===== src/rtl/ce_pkg.sv =====
// Package: register offsets and status bit positions shared by the
// copy engine ring controller and its sub-blocks.
package ce_pkg;
    localparam int unsigned REG_AW = 8;
    localparam int unsigned DATA_W = 32;

    localparam logic [REG_AW-1:0] OFS_SRC_BASE = 8'h00;
    localparam logic [REG_AW-1:0] OFS_SRC_SIZE = 8'h04;
    localparam logic [REG_AW-1:0] OFS_DST_BASE = 8'h08;
    localparam logic [REG_AW-1:0] OFS_DST_SIZE = 8'h0C;
    localparam logic [REG_AW-1:0] OFS_CTRL     = 8'h10;
    localparam logic [REG_AW-1:0] OFS_CMD      = 8'h18;
    localparam logic [REG_AW-1:0] OFS_HOST_EN  = 8'h2C;
    localparam logic [REG_AW-1:0] OFS_HOST_ST  = 8'h30;
    localparam logic [REG_AW-1:0] OFS_ERR_EN   = 8'h34;
    localparam logic [REG_AW-1:0] OFS_ERR_ST   = 8'h38;
    localparam logic [REG_AW-1:0] OFS_SRC_WIDX = 8'h3C;
    localparam logic [REG_AW-1:0] OFS_DST_WIDX = 8'h40;
    localparam logic [REG_AW-1:0] OFS_SRC_RIDX = 8'h44;
    localparam logic [REG_AW-1:0] OFS_DST_RIDX = 8'h48;
    localparam logic [REG_AW-1:0] OFS_SRC_WM   = 8'h4C;
    localparam logic [REG_AW-1:0] OFS_DST_WM   = 8'h50;

    // control register field layout
    localparam int unsigned CTRL_W       = 19;
    localparam int unsigned CTRL_LEN_W   = 16;
    localparam int unsigned CTRL_SSWAP   = 16;
    localparam int unsigned CTRL_DSWAP   = 17;

    // command register bits
    localparam int unsigned CMD_REQ_BIT  = 0;
    localparam int unsigned CMD_DONE_BIT = 3;

    // host status bits
    localparam int unsigned HOST_W       = 5;
    localparam int unsigned HB_COPY      = 0;
    localparam int unsigned HB_SRC_HI    = 1;
    localparam int unsigned HB_SRC_LO    = 2;
    localparam int unsigned HB_DST_HI    = 3;
    localparam int unsigned HB_DST_LO    = 4;

    // error status bits, stored from bit ERR_LSB upward
    localparam int unsigned ERR_LSB      = 5;
    localparam int unsigned ERR_W        = 6;
    localparam int unsigned EXT_ERR_W    = 4;

    localparam int unsigned WM_FIELD_W   = 16;
    localparam int unsigned BASE_ALIGN_B = 3;
endpackage


===== src/rtl/ce_ring_ptr.sv =====
// Module: one descriptor ring's index tracker.
// Holds entry count, software write index, hardware read index and the
// watermark thresholds. Derives pending count, overflow of a write-index
// update, accepted completions and watermark crossings.
// Assumes the entry count is a power of two (0 encodes 2^IDX_W) and that
// IDX_W does not exceed WM_W.
module ce_ring_ptr #(
    parameter int IDX_W = 8,
    parameter int WM_W  = 16
) (
    input  logic               clk,
    input  logic               rst_n,
    input  logic               size_we,
    input  logic [IDX_W:0]     size_wdata,
    input  logic               widx_we,
    input  logic [IDX_W-1:0]   widx_wdata,
    input  logic               wm_we,
    input  logic [2*WM_W-1:0]  wm_wdata,
    input  logic               done_in,
    input  logic               accept_en,
    output logic [IDX_W:0]     size_q,
    output logic [IDX_W-1:0]   wr_idx,
    output logic [IDX_W-1:0]   rd_idx,
    output logic [IDX_W-1:0]   pending,
    output logic [2*WM_W-1:0]  wm_q,
    output logic               ovf_evt,
    output logic               adv,
    output logic               hi_evt,
    output logic               lo_evt
);
    localparam logic [IDX_W-1:0] ONE = 1;
    localparam logic [IDX_W:0]   ONE_W = 1;

    logic [IDX_W:0]   size_m1;
    logic [IDX_W-1:0] mask;
    logic [IDX_W-1:0] req_idx;
    logic [IDX_W-1:0] step;
    logic [IDX_W-1:0] room;
    logic [IDX_W-1:0] pend_q;
    logic [31:0]      p_now, p_prev, thr_hi, thr_lo;

    // ring arithmetic: mask, pending distance, free room and requested step
    always_comb begin
        size_m1 = size_q - ONE_W;
        mask    = size_m1[IDX_W-1:0];
        pending = (wr_idx - rd_idx) & mask;
        room    = mask - pending;
        req_idx = widx_wdata & mask;
        step    = (req_idx - wr_idx) & mask;
        ovf_evt = widx_we && (step > room);
        adv     = done_in && accept_en && (pending != '0);
    end

    // watermark crossing detection against the previous cycle's pending count
    always_comb begin
        p_now  = 32'(pending);
        p_prev = 32'(pend_q);
        thr_hi = 32'(wm_q[WM_W-1:0]);
        thr_lo = 32'(wm_q[2*WM_W-1:WM_W]);
        hi_evt = (p_now > thr_hi) && (p_prev <= thr_hi);
        lo_evt = (p_now < thr_lo) && (p_prev >= thr_lo);
    end

    // configuration registers: entry count and thresholds
    always_ff @(posedge clk) begin
        if (!rst_n) begin
            size_q <= '0;
            wm_q   <= '0;
        end else begin
            if (size_we) size_q <= size_wdata;
            if (wm_we)   wm_q   <= wm_wdata;
        end
    end

    // software write index, updated only by a write that fits
    always_ff @(posedge clk) begin
        if (!rst_n)                    wr_idx <= '0;
        else if (widx_we && !ovf_evt)  wr_idx <= req_idx;
    end

    // hardware read index, advanced by each accepted completion
    always_ff @(posedge clk) begin
        if (!rst_n)   rd_idx <= '0;
        else if (adv) rd_idx <= (rd_idx + ONE) & mask;
    end

    // delayed pending count for edge detection of watermark crossings
    always_ff @(posedge clk) begin
        if (!rst_n) pend_q <= '0;
        else        pend_q <= pending;
    end

    // read index moves by exactly one modular step per completion
    assert_rd_step_R4: assert property (@(posedge clk) disable iff (!rst_n)
        adv |=> rd_idx == (($past(rd_idx) + ONE) & $past(mask)));

    // an empty ring keeps its read index
    assert_no_pass_R5: assert property (@(posedge clk) disable iff (!rst_n)
        (pending == '0 && !widx_we && !size_we) |=> $stable(rd_idx));

    // a rejected write leaves the write index alone
    assert_no_overflow_R6: assert property (@(posedge clk) disable iff (!rst_n)
        ovf_evt |=> $stable(wr_idx));
endmodule


===== src/rtl/ce_halt_ctrl.sv =====
// Module: halt handshake.
// Holds the halt request and raises the halted flag once the request is
// present and the datapath reports no transfer in flight; the flag drops
// one cycle after the request is withdrawn.
module ce_halt_ctrl (
    input  logic clk,
    input  logic rst_n,
    input  logic req_we,
    input  logic req_wdata,
    input  logic busy,
    output logic halt_req_q,
    output logic halted_q
);
    // request register written by software
    always_ff @(posedge clk) begin
        if (!rst_n)      halt_req_q <= 1'b0;
        else if (req_we) halt_req_q <= req_wdata;
    end

    // halted flag: waits for an idle datapath, holds while requested
    always_ff @(posedge clk) begin
        if (!rst_n) halted_q <= 1'b0;
        else        halted_q <= halt_req_q && (halted_q || !busy);
    end

    // no request, no halt on the next cycle
    assert_halt_drop_R12: assert property (@(posedge clk) disable iff (!rst_n)
        !halt_req_q |=> !halted_q);

    // a busy datapath keeps an unhalted engine running
    assert_halt_wait_R12: assert property (@(posedge clk) disable iff (!rst_n)
        (busy && !halted_q) |=> !halted_q);
endmodule


===== src/rtl/ce_w1c_bank.sv =====
// Module: sticky status bank with enable mask.
// Each status bit sets on its event and clears when written with 1;
// an event in the same cycle wins. The interrupt is the OR of the
// enabled status bits.
module ce_w1c_bank #(
    parameter int W = 5
) (
    input  logic         clk,
    input  logic         rst_n,
    input  logic [W-1:0] set_vec,
    input  logic         clr_we,
    input  logic [W-1:0] clr_vec,
    input  logic         en_we,
    input  logic [W-1:0] en_wdata,
    output logic [W-1:0] stat_q,
    output logic [W-1:0] en_q,
    output logic         irq
);
    logic [W-1:0] clr_eff;

    // clear mask applies only on a write to the status offset
    always_comb clr_eff = clr_we ? clr_vec : '0;

    // sticky status with set priority
    always_ff @(posedge clk) begin
        if (!rst_n) stat_q <= '0;
        else        stat_q <= (stat_q & ~clr_eff) | set_vec;
    end

    // enable mask register
    always_ff @(posedge clk) begin
        if (!rst_n)     en_q <= '0;
        else if (en_we) en_q <= en_wdata;
    end

    assign irq = |(stat_q & en_q);

    // a raised event is visible next cycle whatever was cleared
    assert_set_wins_R10: assert property (@(posedge clk) disable iff (!rst_n)
        (|set_vec) |=> ((stat_q & $past(set_vec)) == $past(set_vec)));

    // written ones clear when no event collides
    assert_clear_R10: assert property (@(posedge clk) disable iff (!rst_n)
        (clr_we && set_vec == '0) |=> ((stat_q & $past(clr_vec)) == '0));
endmodule


===== src/rtl/ce_ring_ctrl.sv =====
// Module: copy engine ring controller top.
// Register port, two ring trackers, halt handshake and two status banks.
// Assumes single-cycle register writes and that the datapath raises
// src_done/dst_done for one cycle per descriptor it finishes.
module ce_ring_ctrl #(
    parameter int IDX_W = 8
) (
    input  logic        clk,
    input  logic        rst_n,
    input  logic [7:0]  reg_addr,
    input  logic        reg_we,
    input  logic [31:0] reg_wdata,
    output logic [31:0] reg_rdata,
    input  logic        src_done,
    input  logic        dst_done,
    input  logic        xfer_busy,
    input  logic [3:0]  err_evt,
    output logic        src_work,
    output logic [15:0] dst_max_len,
    output logic        src_swap_en,
    output logic        dst_swap_en,
    output logic        irq_host,
    output logic        irq_err
);
    import ce_pkg::*;

    localparam int WM_W  = WM_FIELD_W;
    localparam int BASE_W = DATA_W - BASE_ALIGN_B;

    logic [BASE_W-1:0] src_base_q, dst_base_q;
    logic [CTRL_W-1:0] ctrl_q;

    logic [IDX_W:0]    s_size, d_size;
    logic [IDX_W-1:0]  s_wr, s_rd, s_pend, d_wr, d_rd, d_pend;
    logic [2*WM_W-1:0] s_wm, d_wm;
    logic              s_ovf, s_adv, s_hi, s_lo;
    logic              d_ovf, d_adv, d_hi, d_lo;
    logic              halt_req, halted;
    logic [HOST_W-1:0] host_set, host_st, host_en;
    logic [ERR_W-1:0]  err_set, err_st, err_en;
    logic              irq_h, irq_e;

    // per-offset write strobes
    logic we_sbase, we_ssize, we_dbase, we_dsize, we_ctrl, we_cmd;
    logic we_hen, we_hst, we_een, we_est, we_swidx, we_dwidx, we_swm, we_dwm;

    // decode a register write into one strobe per offset
    always_comb begin
        we_sbase = reg_we && (reg_addr == OFS_SRC_BASE);
        we_ssize = reg_we && (reg_addr == OFS_SRC_SIZE);
        we_dbase = reg_we && (reg_addr == OFS_DST_BASE);
        we_dsize = reg_we && (reg_addr == OFS_DST_SIZE);
        we_ctrl  = reg_we && (reg_addr == OFS_CTRL);
        we_cmd   = reg_we && (reg_addr == OFS_CMD);
        we_hen   = reg_we && (reg_addr == OFS_HOST_EN);
        we_hst   = reg_we && (reg_addr == OFS_HOST_ST);
        we_een   = reg_we && (reg_addr == OFS_ERR_EN);
        we_est   = reg_we && (reg_addr == OFS_ERR_ST);
        we_swidx = reg_we && (reg_addr == OFS_SRC_WIDX);
        we_dwidx = reg_we && (reg_addr == OFS_DST_WIDX);
        we_swm   = reg_we && (reg_addr == OFS_SRC_WM);
        we_dwm   = reg_we && (reg_addr == OFS_DST_WM);
    end

    // plain configuration registers: bases and control
    always_ff @(posedge clk) begin
        if (!rst_n) begin
            src_base_q <= '0;
            dst_base_q <= '0;
            ctrl_q     <= '0;
        end else begin
            if (we_sbase) src_base_q <= reg_wdata[DATA_W-1:BASE_ALIGN_B];
            if (we_dbase) dst_base_q <= reg_wdata[DATA_W-1:BASE_ALIGN_B];
            if (we_ctrl)  ctrl_q     <= reg_wdata[CTRL_W-1:0];
        end
    end

    ce_ring_ptr #(.IDX_W(IDX_W), .WM_W(WM_W)) u_src_ring (
        .clk(clk), .rst_n(rst_n),
        .size_we(we_ssize), .size_wdata(reg_wdata[IDX_W:0]),
        .widx_we(we_swidx), .widx_wdata(reg_wdata[IDX_W-1:0]),
        .wm_we(we_swm), .wm_wdata(reg_wdata),
        .done_in(src_done), .accept_en(!halted),
        .size_q(s_size), .wr_idx(s_wr), .rd_idx(s_rd), .pending(s_pend),
        .wm_q(s_wm), .ovf_evt(s_ovf), .adv(s_adv), .hi_evt(s_hi), .lo_evt(s_lo)
    );

    ce_ring_ptr #(.IDX_W(IDX_W), .WM_W(WM_W)) u_dst_ring (
        .clk(clk), .rst_n(rst_n),
        .size_we(we_dsize), .size_wdata(reg_wdata[IDX_W:0]),
        .widx_we(we_dwidx), .widx_wdata(reg_wdata[IDX_W-1:0]),
        .wm_we(we_dwm), .wm_wdata(reg_wdata),
        .done_in(dst_done), .accept_en(!halted),
        .size_q(d_size), .wr_idx(d_wr), .rd_idx(d_rd), .pending(d_pend),
        .wm_q(d_wm), .ovf_evt(d_ovf), .adv(d_adv), .hi_evt(d_hi), .lo_evt(d_lo)
    );

    ce_halt_ctrl u_halt (
        .clk(clk), .rst_n(rst_n),
        .req_we(we_cmd), .req_wdata(reg_wdata[CMD_REQ_BIT]),
        .busy(xfer_busy), .halt_req_q(halt_req), .halted_q(halted)
    );

    // gather host and error events into their status set vectors
    always_comb begin
        host_set            = '0;
        host_set[HB_COPY]   = s_adv || d_adv;
        host_set[HB_SRC_HI] = s_hi;
        host_set[HB_SRC_LO] = s_lo;
        host_set[HB_DST_HI] = d_hi;
        host_set[HB_DST_LO] = d_lo;
        err_set             = {err_evt, d_ovf, s_ovf};
    end

    ce_w1c_bank #(.W(HOST_W)) u_host_bank (
        .clk(clk), .rst_n(rst_n), .set_vec(host_set),
        .clr_we(we_hst), .clr_vec(reg_wdata[HOST_W-1:0]),
        .en_we(we_hen), .en_wdata(reg_wdata[HOST_W-1:0]),
        .stat_q(host_st), .en_q(host_en), .irq(irq_h)
    );

    ce_w1c_bank #(.W(ERR_W)) u_err_bank (
        .clk(clk), .rst_n(rst_n), .set_vec(err_set),
        .clr_we(we_est), .clr_vec(reg_wdata[ERR_LSB+ERR_W-1:ERR_LSB]),
        .en_we(we_een), .en_wdata(reg_wdata[ERR_LSB+ERR_W-1:ERR_LSB]),
        .stat_q(err_st), .en_q(err_en), .irq(irq_e)
    );

    // read multiplexer over all offsets; unmapped offsets read zero
    always_comb begin
        reg_rdata = '0;
        unique case (reg_addr)
            OFS_SRC_BASE: reg_rdata = {src_base_q, {BASE_ALIGN_B{1'b0}}};
            OFS_SRC_SIZE: reg_rdata = 32'(s_size);
            OFS_DST_BASE: reg_rdata = {dst_base_q, {BASE_ALIGN_B{1'b0}}};
            OFS_DST_SIZE: reg_rdata = 32'(d_size);
            OFS_CTRL:     reg_rdata = 32'(ctrl_q);
            OFS_CMD: begin
                reg_rdata[CMD_REQ_BIT]  = halt_req;
                reg_rdata[CMD_DONE_BIT] = halted;
            end
            OFS_HOST_EN:  reg_rdata = 32'(host_en);
            OFS_HOST_ST:  reg_rdata = 32'(host_st);
            OFS_ERR_EN:   reg_rdata = 32'(err_en) << ERR_LSB;
            OFS_ERR_ST:   reg_rdata = 32'(err_st) << ERR_LSB;
            OFS_SRC_WIDX: reg_rdata = 32'(s_wr);
            OFS_DST_WIDX: reg_rdata = 32'(d_wr);
            OFS_SRC_RIDX: reg_rdata = 32'(s_rd);
            OFS_DST_RIDX: reg_rdata = 32'(d_rd);
            OFS_SRC_WM:   reg_rdata = s_wm;
            OFS_DST_WM:   reg_rdata = d_wm;
            default:      reg_rdata = '0;
        endcase
    end

    // datapath-facing outputs
    always_comb begin
        src_work    = (s_pend != '0) && !halted;
        dst_max_len = ctrl_q[CTRL_LEN_W-1:0];
        src_swap_en = ctrl_q[CTRL_SSWAP];
        dst_swap_en = ctrl_q[CTRL_DSWAP];
        irq_host    = irq_h;
        irq_err     = irq_e;
    end

    // a halted engine accepts no completion on either ring
    assert_no_accept_halted_R13: assert property (@(posedge clk) disable iff (!rst_n)
        halted |-> !(s_adv || d_adv));

    // any accepted completion raises the copy bit next cycle
    assert_copy_flag_R8: assert property (@(posedge clk) disable iff (!rst_n)
        (s_adv || d_adv) |=> host_st[HB_COPY]);
endmodule


===== config.mk =====
export PLATFORM = sky130hd
export DESIGN_NAME = ce_ring_ctrl
export DESIGN_NICKNAME = d
export VERILOG_FILES = /design/src/rtl/ce_pkg.sv /design/src/rtl/ce_ring_ptr.sv /design/src/rtl/ce_halt_ctrl.sv /design/src/rtl/ce_w1c_bank.sv /design/src/rtl/ce_ring_ctrl.sv
export SDC_FILE = /design/constraint.sdc
export NUM_CORES = 1
export LEC_CHECK = 0
export BUFFER_PORTS_ARGS = -buffer_cell sky130_fd_sc_hd__buf_2
export CAP_MARGIN = 30
export CORE_MARGIN = 2
export CORE_UTILIZATION = 35
export DETAILED_ROUTE_END_ITERATION = 12
export SYNTH_ARGS = -nofsm -noshare
export SYNTH_HDL_FRONTEND = slang
export SYNTH_SLANG_ARGS = --single-unit

===== constraint.sdc =====
create_clock -name clk -period 4.4 [get_ports clk]
set_clock_uncertainty 0.1 [all_clocks]
set_input_delay 0.88 -clock clk [delete_from_list [all_inputs] [get_ports clk]]
set_output_delay 0.88 -clock clk [all_outputs]
set_load 0.005 [all_outputs]

### Yosys cells after proc, flatten, opt, wreduce, memory -nomap -nowiden

Cells that the tools add are included.

| storage, ports and cells | value |
|---|---|
| bits in registers | 231 |
| input bits | 50 |
| output and inout bits | 53 |
| word-level logic and storage cells | 115 |

| operators by class | value |
|---|---|
| add/sub/neg operators | 10 |
| order comparisons | 10 |
| equal/unequal tests | 15 |
| mux-type cells | 6 |
| bitwise gates (word level) | 16 |
| reduce and logical (&&, ||, !) cells | 39 |

Operators with widths:

| operator | number |
|---|---|
| 28-bit one-hot mux with 15 select lines | 1 |
| 8-bit bitwise AND | 8 |
| 8-bit subtractor | 6 |
| 8-bit by 6-bit equality test with 1-bit output (second input constant) | 5 |
| 8-bit by 7-bit equality test with 1-bit output (second input constant) | 5 |
| 8-bit by 16-bit >= comparator with 1-bit output | 2 |
| 8-bit by 16-bit > comparator with 1-bit output | 2 |
| 8-bit by 16-bit <= comparator with 1-bit output | 2 |
| 8-bit by 16-bit less-than comparator with 1-bit output | 2 |
| 1-bit logical AND | 28 |
| 2-bit one-hot mux with 11 select lines | 1 |
| 8-bit by 1-bit adder with 8-bit output (second input constant) | 2 |
| 8-bit by 4-bit equality test with 1-bit output (second input constant) | 2 |
| 8-bit by 5-bit equality test with 1-bit output (second input constant) | 2 |
| 8-bit > comparator | 2 |
| 8-bit nonzero test | 2 |
| 8-bit by 1-bit subtractor with 8-bit output (second input constant) | 2 |
| 1-bit one-hot mux with 14 select lines | 1 |
| 6-bit bitwise AND | 2 |
| 1-bit one-hot mux with 12 select lines | 1 |
| 5-bit bitwise AND | 2 |
| 8-bit by 3-bit equality test with 1-bit output (second input constant) | 1 |
| 8-bit logical NOT | 1 |
| 6-bit 2-to-1 mux | 1 |
| 9 further kinds | 13 |

### Logic depth before layout (Yosys ltp)

| logic depth | value |
|---|---|
| depth after elaboration | 8 |
| depth in mapped cells | 19 |
| gate-level depth less buffers | 18 |

### By module

From an unflattened synthesis, not the netlist that was laid out.

| unflattened totals | value |
|---|---|
| cell total of the unflattened synthesis | 1741 |
| area total of the unflattened synthesis | 14866.8 sq um |

By module, submodules not included:

| module | instances | cells an instance | area each (sq um) | sequential area each (sq um) |
|---|---|---|---|---|
| ce_ring_ctrl | 1 | 645 | 5019.8 | 1541.5 |
| ce_ring_ptr at u_dst_ring | 1 | 502 | 4515.6 | 1301.2 |
| ce_ring_ptr at u_src_ring | 1 | 510 | 4400.5 | 1301.2 |
| ce_w1c_bank at u_err_bank | 1 | 42 | 471.7 | 240.2 |
| ce_w1c_bank at u_host_bank | 1 | 35 | 390.4 | 200.2 |
| ce_halt_ctrl | 1 | 7 | 68.8 | 40.0 |

### Least setup slack after synthesis

Ideal clock, no wire load.

| path | value |
|---|---|
| path kind | input -> register |
| from | input reg_wdata[0] |
| to | register u_dst_ring.wr_idx[1] |
| library setup time | 72 ps |
| arrival | 4043 ps |
| required time | 4228 ps |
| setup slack | 185 ps |
| cell stages on the path | 18 |
| buffers on the path | 1 |
| cell sequence | clkbuf_1 -> nand2_1 -> ha_1 -> inv_1 -> fa_1 -> a21oi_1 -> o21bai_1 -> a21o_1 -> a21oi_1 -> xnor2_1 -> and2_1 -> ha_1 -> a21o_1 -> a21o_1 -> o21ai_0 -> a21oi_1 -> nor2_1 -> mux2i_1 |

| between the ends | value |
|---|---|
| longest elaborated chain between the ends | 7 |

Ends and longest elaborated chain:

| what | line | source |
|---|---|---|
| start: declaration | ce_ring_ctrl.sv:12 | `input logic [31:0] reg_wdata,` |
| 8-bit bitwise AND | ce_ring_ptr.sv:48 | `req_idx = widx_wdata & mask;` |
| 8-bit subtractor | ce_ring_ptr.sv:49 | `step = (req_idx - wr_idx) & mask;` |
| 8-bit bitwise AND | ce_ring_ptr.sv:49 |  |
| 8-bit > comparator | ce_ring_ptr.sv:50 | `ovf_evt = widx_we && (step > room);` |
| 1-bit logical AND | ce_ring_ptr.sv:50 |  |
| 1-bit logical NOT | ce_ring_ptr.sv:78 | `else if (widx_we && !ovf_evt) wr_idx <= req_idx;` |
| 1-bit logical AND | ce_ring_ptr.sv:78 |  |
| end signal: assignment | ce_ring_ptr.sv:78 |  |
| end: declaration | ce_ring_ptr.sv:22 | `output logic [IDX_W-1:0] wr_idx,` |

No other way between the ends.
A chain may end at the register's enable or synchronous reset.

### Final worst setup path

| path | value |
|---|---|
| from | register u_src_ring.rd_idx[0] |
| to | output src_work |

| between the ends | value |
|---|---|
| longest elaborated chain between the ends | 4 |

Ends and longest elaborated chain:

| what | line | source |
|---|---|---|
| start: declaration | ce_ring_ptr.sv:23 | `output logic [IDX_W-1:0] rd_idx,` |
| start signal: assignment | ce_ring_ptr.sv:84 | `else if (adv) rd_idx <= (rd_idx + ONE) & mask;` |
| 8-bit subtractor | ce_ring_ptr.sv:46 | `pending = (wr_idx - rd_idx) & mask;` |
| 8-bit bitwise AND | ce_ring_ptr.sv:46 |  |
| via s_pend[6] | ce_ring_ctrl.sv:34 | `logic [IDX_W-1:0] s_wr, s_rd, s_pend, d_wr, d_rd, d_pend;` |
| 8-bit nonzero test | ce_ring_ctrl.sv:158 | `src_work = (s_pend != '0) && !halted;` |
| 1-bit logical AND | ce_ring_ctrl.sv:158 |  |
| end: declaration | ce_ring_ctrl.sv:18 | `output logic src_work,` |

The timed path passes the listed nets, and every way through them passes these cells.

==> flow_summary.ini <==
[global_route]
grt_remaining_overflow = 0
grt_max_degree = 100
grt_pass1_wl_um = 76600
grt_pass1_vias = 12874
antenna_found_initial = 2
grt_usage_pct = 24.1

[timing]
setup_ws_ps = 126
rsz0062_at_grt = no
setup_viol = 0
fin_crit_ps = 4270
finalHoldViolCount = 0
fmax_mhz = 234
final.setup.tns_ps = 0
finalMaxSlewViolations = 0
tightest_slew_ps = 1060
post-route-period-util_pct = 97.1
relSlewSlack_pct = 29.2

[route]
vias = 13689
drtAntennaViolNets = 0
drc_errors = 0
wirelength_um = 50400
drt_iter0_markers = 1437
firstDrtPassIters = 10
avgViaCountPerCell = 5.65
wl_per_cell_um = 20.8

[synthesis]
synth_top_family_by_area = simple AND/OR/NAND/NOR gates
synth_commonest_cells = nand2_1 (439), dfxtp_1 (231), a21oi_1 (217)
synthesis.area_um2 = 13700
yosys.area.top_type_share_pct = 33.7
synthTopCellsByArea = dfxtp_1 (34%), nand2_1 (12%), ha_1 (10%)
synth-seq-cells = 231
synth-compound-area-share_pct = 20.5
synth_flop_cell = dfxtp_1
avgSynthCellArea_um2 = 7.62
synth_edf_count = 0
yosysSeqAreaShare_pct = 33.7
syn-instance-count = 1804
synth_largest_area_cell = dfxtp_1
async_flop_share_pct = 0
synth_fa_ha_area_share_pct = 10.8
yosysWarnings = 0
synth.area.mux_share_pct = 1.24
synthSimpleGateAreaFrac_pct = 24.6
synthDistinctLibCells = 78
synth_xor_area_share_pct = 3.16
synth_most_common_cell = nand2_1

[clocking]
clk-insertion-delay-late_ps = 580
cts.sinks = 231
cts.clk_slew.worst_paths_ps = 60
clk_path_buf_depth = 3
root_buffer = clkbuf_16
cts_buffers = 27
htreeDepth = 1
cts_tree = done

[setup_path]
arrival_ps = 3290
crit_path_cell_trace = ha_1, inv_1, fa_1, a211oi_2, or2_1, o311a_1, nor2_2, nor4_2, nor2_1, buf_2
end_kind = primary output
cp.depth = 10
worst_setup_path_start_kind = register
critPathMaxStageDelay_ps = 500
cpMaxStageDelayCell = dfxtp_1
crit_required_ps = 3420
crit_fanout = 6
cp.buffers_inverters = 2
path_class = register to primary output
critPathTopFamily = simple AND/OR/NAND/NOR gates
r2r_cells = 18

[final_layout]
fin_nets = 2051
area_growth_syn_to_layout_pct = 16.0
fillCellCount = 4036
drive_gt1_share_pct = 12.9
fin_util_pct = 41.2
multiInputGateArea_um2 = 8340
seqCellArea_um2 = 4620

[floorplan]
die_h_um = 202
die_area_um2 = 40900
ios = 103
core_region_area_um2 = 38700
core.rowCount = 72
start_util_pct = 35.5
fp.dieW_um = 202

[placed_design]
dp_slack_ps = -105
dp_hpwl_um = 37500
gp_congestion = 0.952
numPortBuffers = 102

[power]
leakage_nw = 6.19
ir_drop_v = 0.000286
powerDensity_nw_per_um2 = 354

[status]
status = finished, final reports clean

[hold_path]
hold_path_depth = 2
hold_class = register to register

[job]
drv_cap = 0
==> through the flow <==
| stage | hold slack [ps] | cell area, um^2 | std cells | total power, mW |
|---|---|---|---|---|
| finish | 353 | 15900 | 2423 | 5.64 |
| floorplan | 324 | 13700 | 1805 | 2.86 |
| detailed placement | 348 | 14900 | 2373 | 3.19 |
| global route | 371 | 15900 | 2422 | 5.86 |
| CTS | 356 | 15900 | 2421 | 5.65 |
| global placement | 341 | 14900 | 2373 | 3.17 |
==> layer usage <==
layer | global-route usage, % | vias to the layer above | share of wire (%)
li1 | - | 6466 | -
met1 | 34.5 | 6515 | 45
met2 | 36.5 | 617 | 42
met3 | 4.68 | 87 | 9.3
met4 | 7.04 | 4 | 3.4
met5 | 0 | - | 0.056
==> kinds of logic after synthesis <==
family	Yosys count
and+or+nand+nor	757
muxes	17
other	1
adders and majority gates	116
DFF	231
AOI/OAI and AO/OA	438
xor gates and xnor gates	47
buffers and inverters	197
==> final cells by class <==
class                      instances  share of cell area [%]
sequential                       231                    29.0
clock buffer                      40                    5.11
multi-input combinational       1377                    52.3
tap                              518                    4.07
inverter                          82                    1.96
timing repair buffer             166                    6.53
antenna                            1                  0.0157
clock inverter                     8                   0.973
==> placed cells by master, fill, tap and decap left out, types with 12 or more instances in the layout <==
cell and count:
nand2_1 439, dfxtp_1 231, a21oi_1 217, ha_1 112, buf_2 102, inv_1 81
nor2_1 80, nand3_1 69, buf_4 60, a22oi_1 39, o21ai_0 38, nor3_1 28
clkbuf_16 27, nor2b_1 26, xnor2_1 26, a222oi_1 26, and3_1 20, and2_1 18
xor2_1 17, mux2i_1 17, nand4_1 17, a21o_1 16, a221oi_1 15, o21a_1 13
nand2b_1 12
==> where the power goes <==
group	switching (mW)	leakage, nW	internal, mW
combinational	0.576	3.85	0.387
sequential	0.0676	1.87	2.14
clock	0.959	0.480	1.51
total	1.60	6.19	4.04
==> final timing paths <==
kind,from,end,slack [ps]
min,src_base_q[8],src_base_q[8],350
min reg2reg,src_base_q[8],src_base_q[8],350
max,u_src_ring.rd_idx[0],src_work,130
max reg2reg,u_dst_ring.wr_idx[0],u_dst_ring.wr_idx[0],390
==> state kept, by name (all words and copies together) (netlist names), 8 cells and up <==
name,flops
u_src_ring.wr_idx,8
u_dst_ring.wr_idx,8
dst_base_q,29
u_dst_ring.rd_idx,8
u_src_ring.size_q,9
u_dst_ring.wm_q,32
u_src_ring.wm_q,32
src_base_q,29
u_src_ring.rd_idx,8
u_src_ring.pend_q,8
ctrl_q,19
u_dst_ring.size_q,9
u_dst_ring.pend_q,8
==> worst register-to-register path: cells and delay by family (launching register included) <==
family / cells / cell delay (ps)
buf+inv: 3 / 300
fa+ha+maj: 4 / 1220
simple gates: 3 / 430
flops: 1 / 340
xor+xnor: 1 / 130
compound gates: 7 / 1390
==> what timing repair did <==
item	4_1_cts	5_1_grt
gates resized for setup	1	7
cloned	0	0
buffers inserted	0	1
hold buffers	0	0
pin swaps	0	1
endpoints found under the setup margin	1	16
Note: power is estimated with default switching activity, not from simulation.
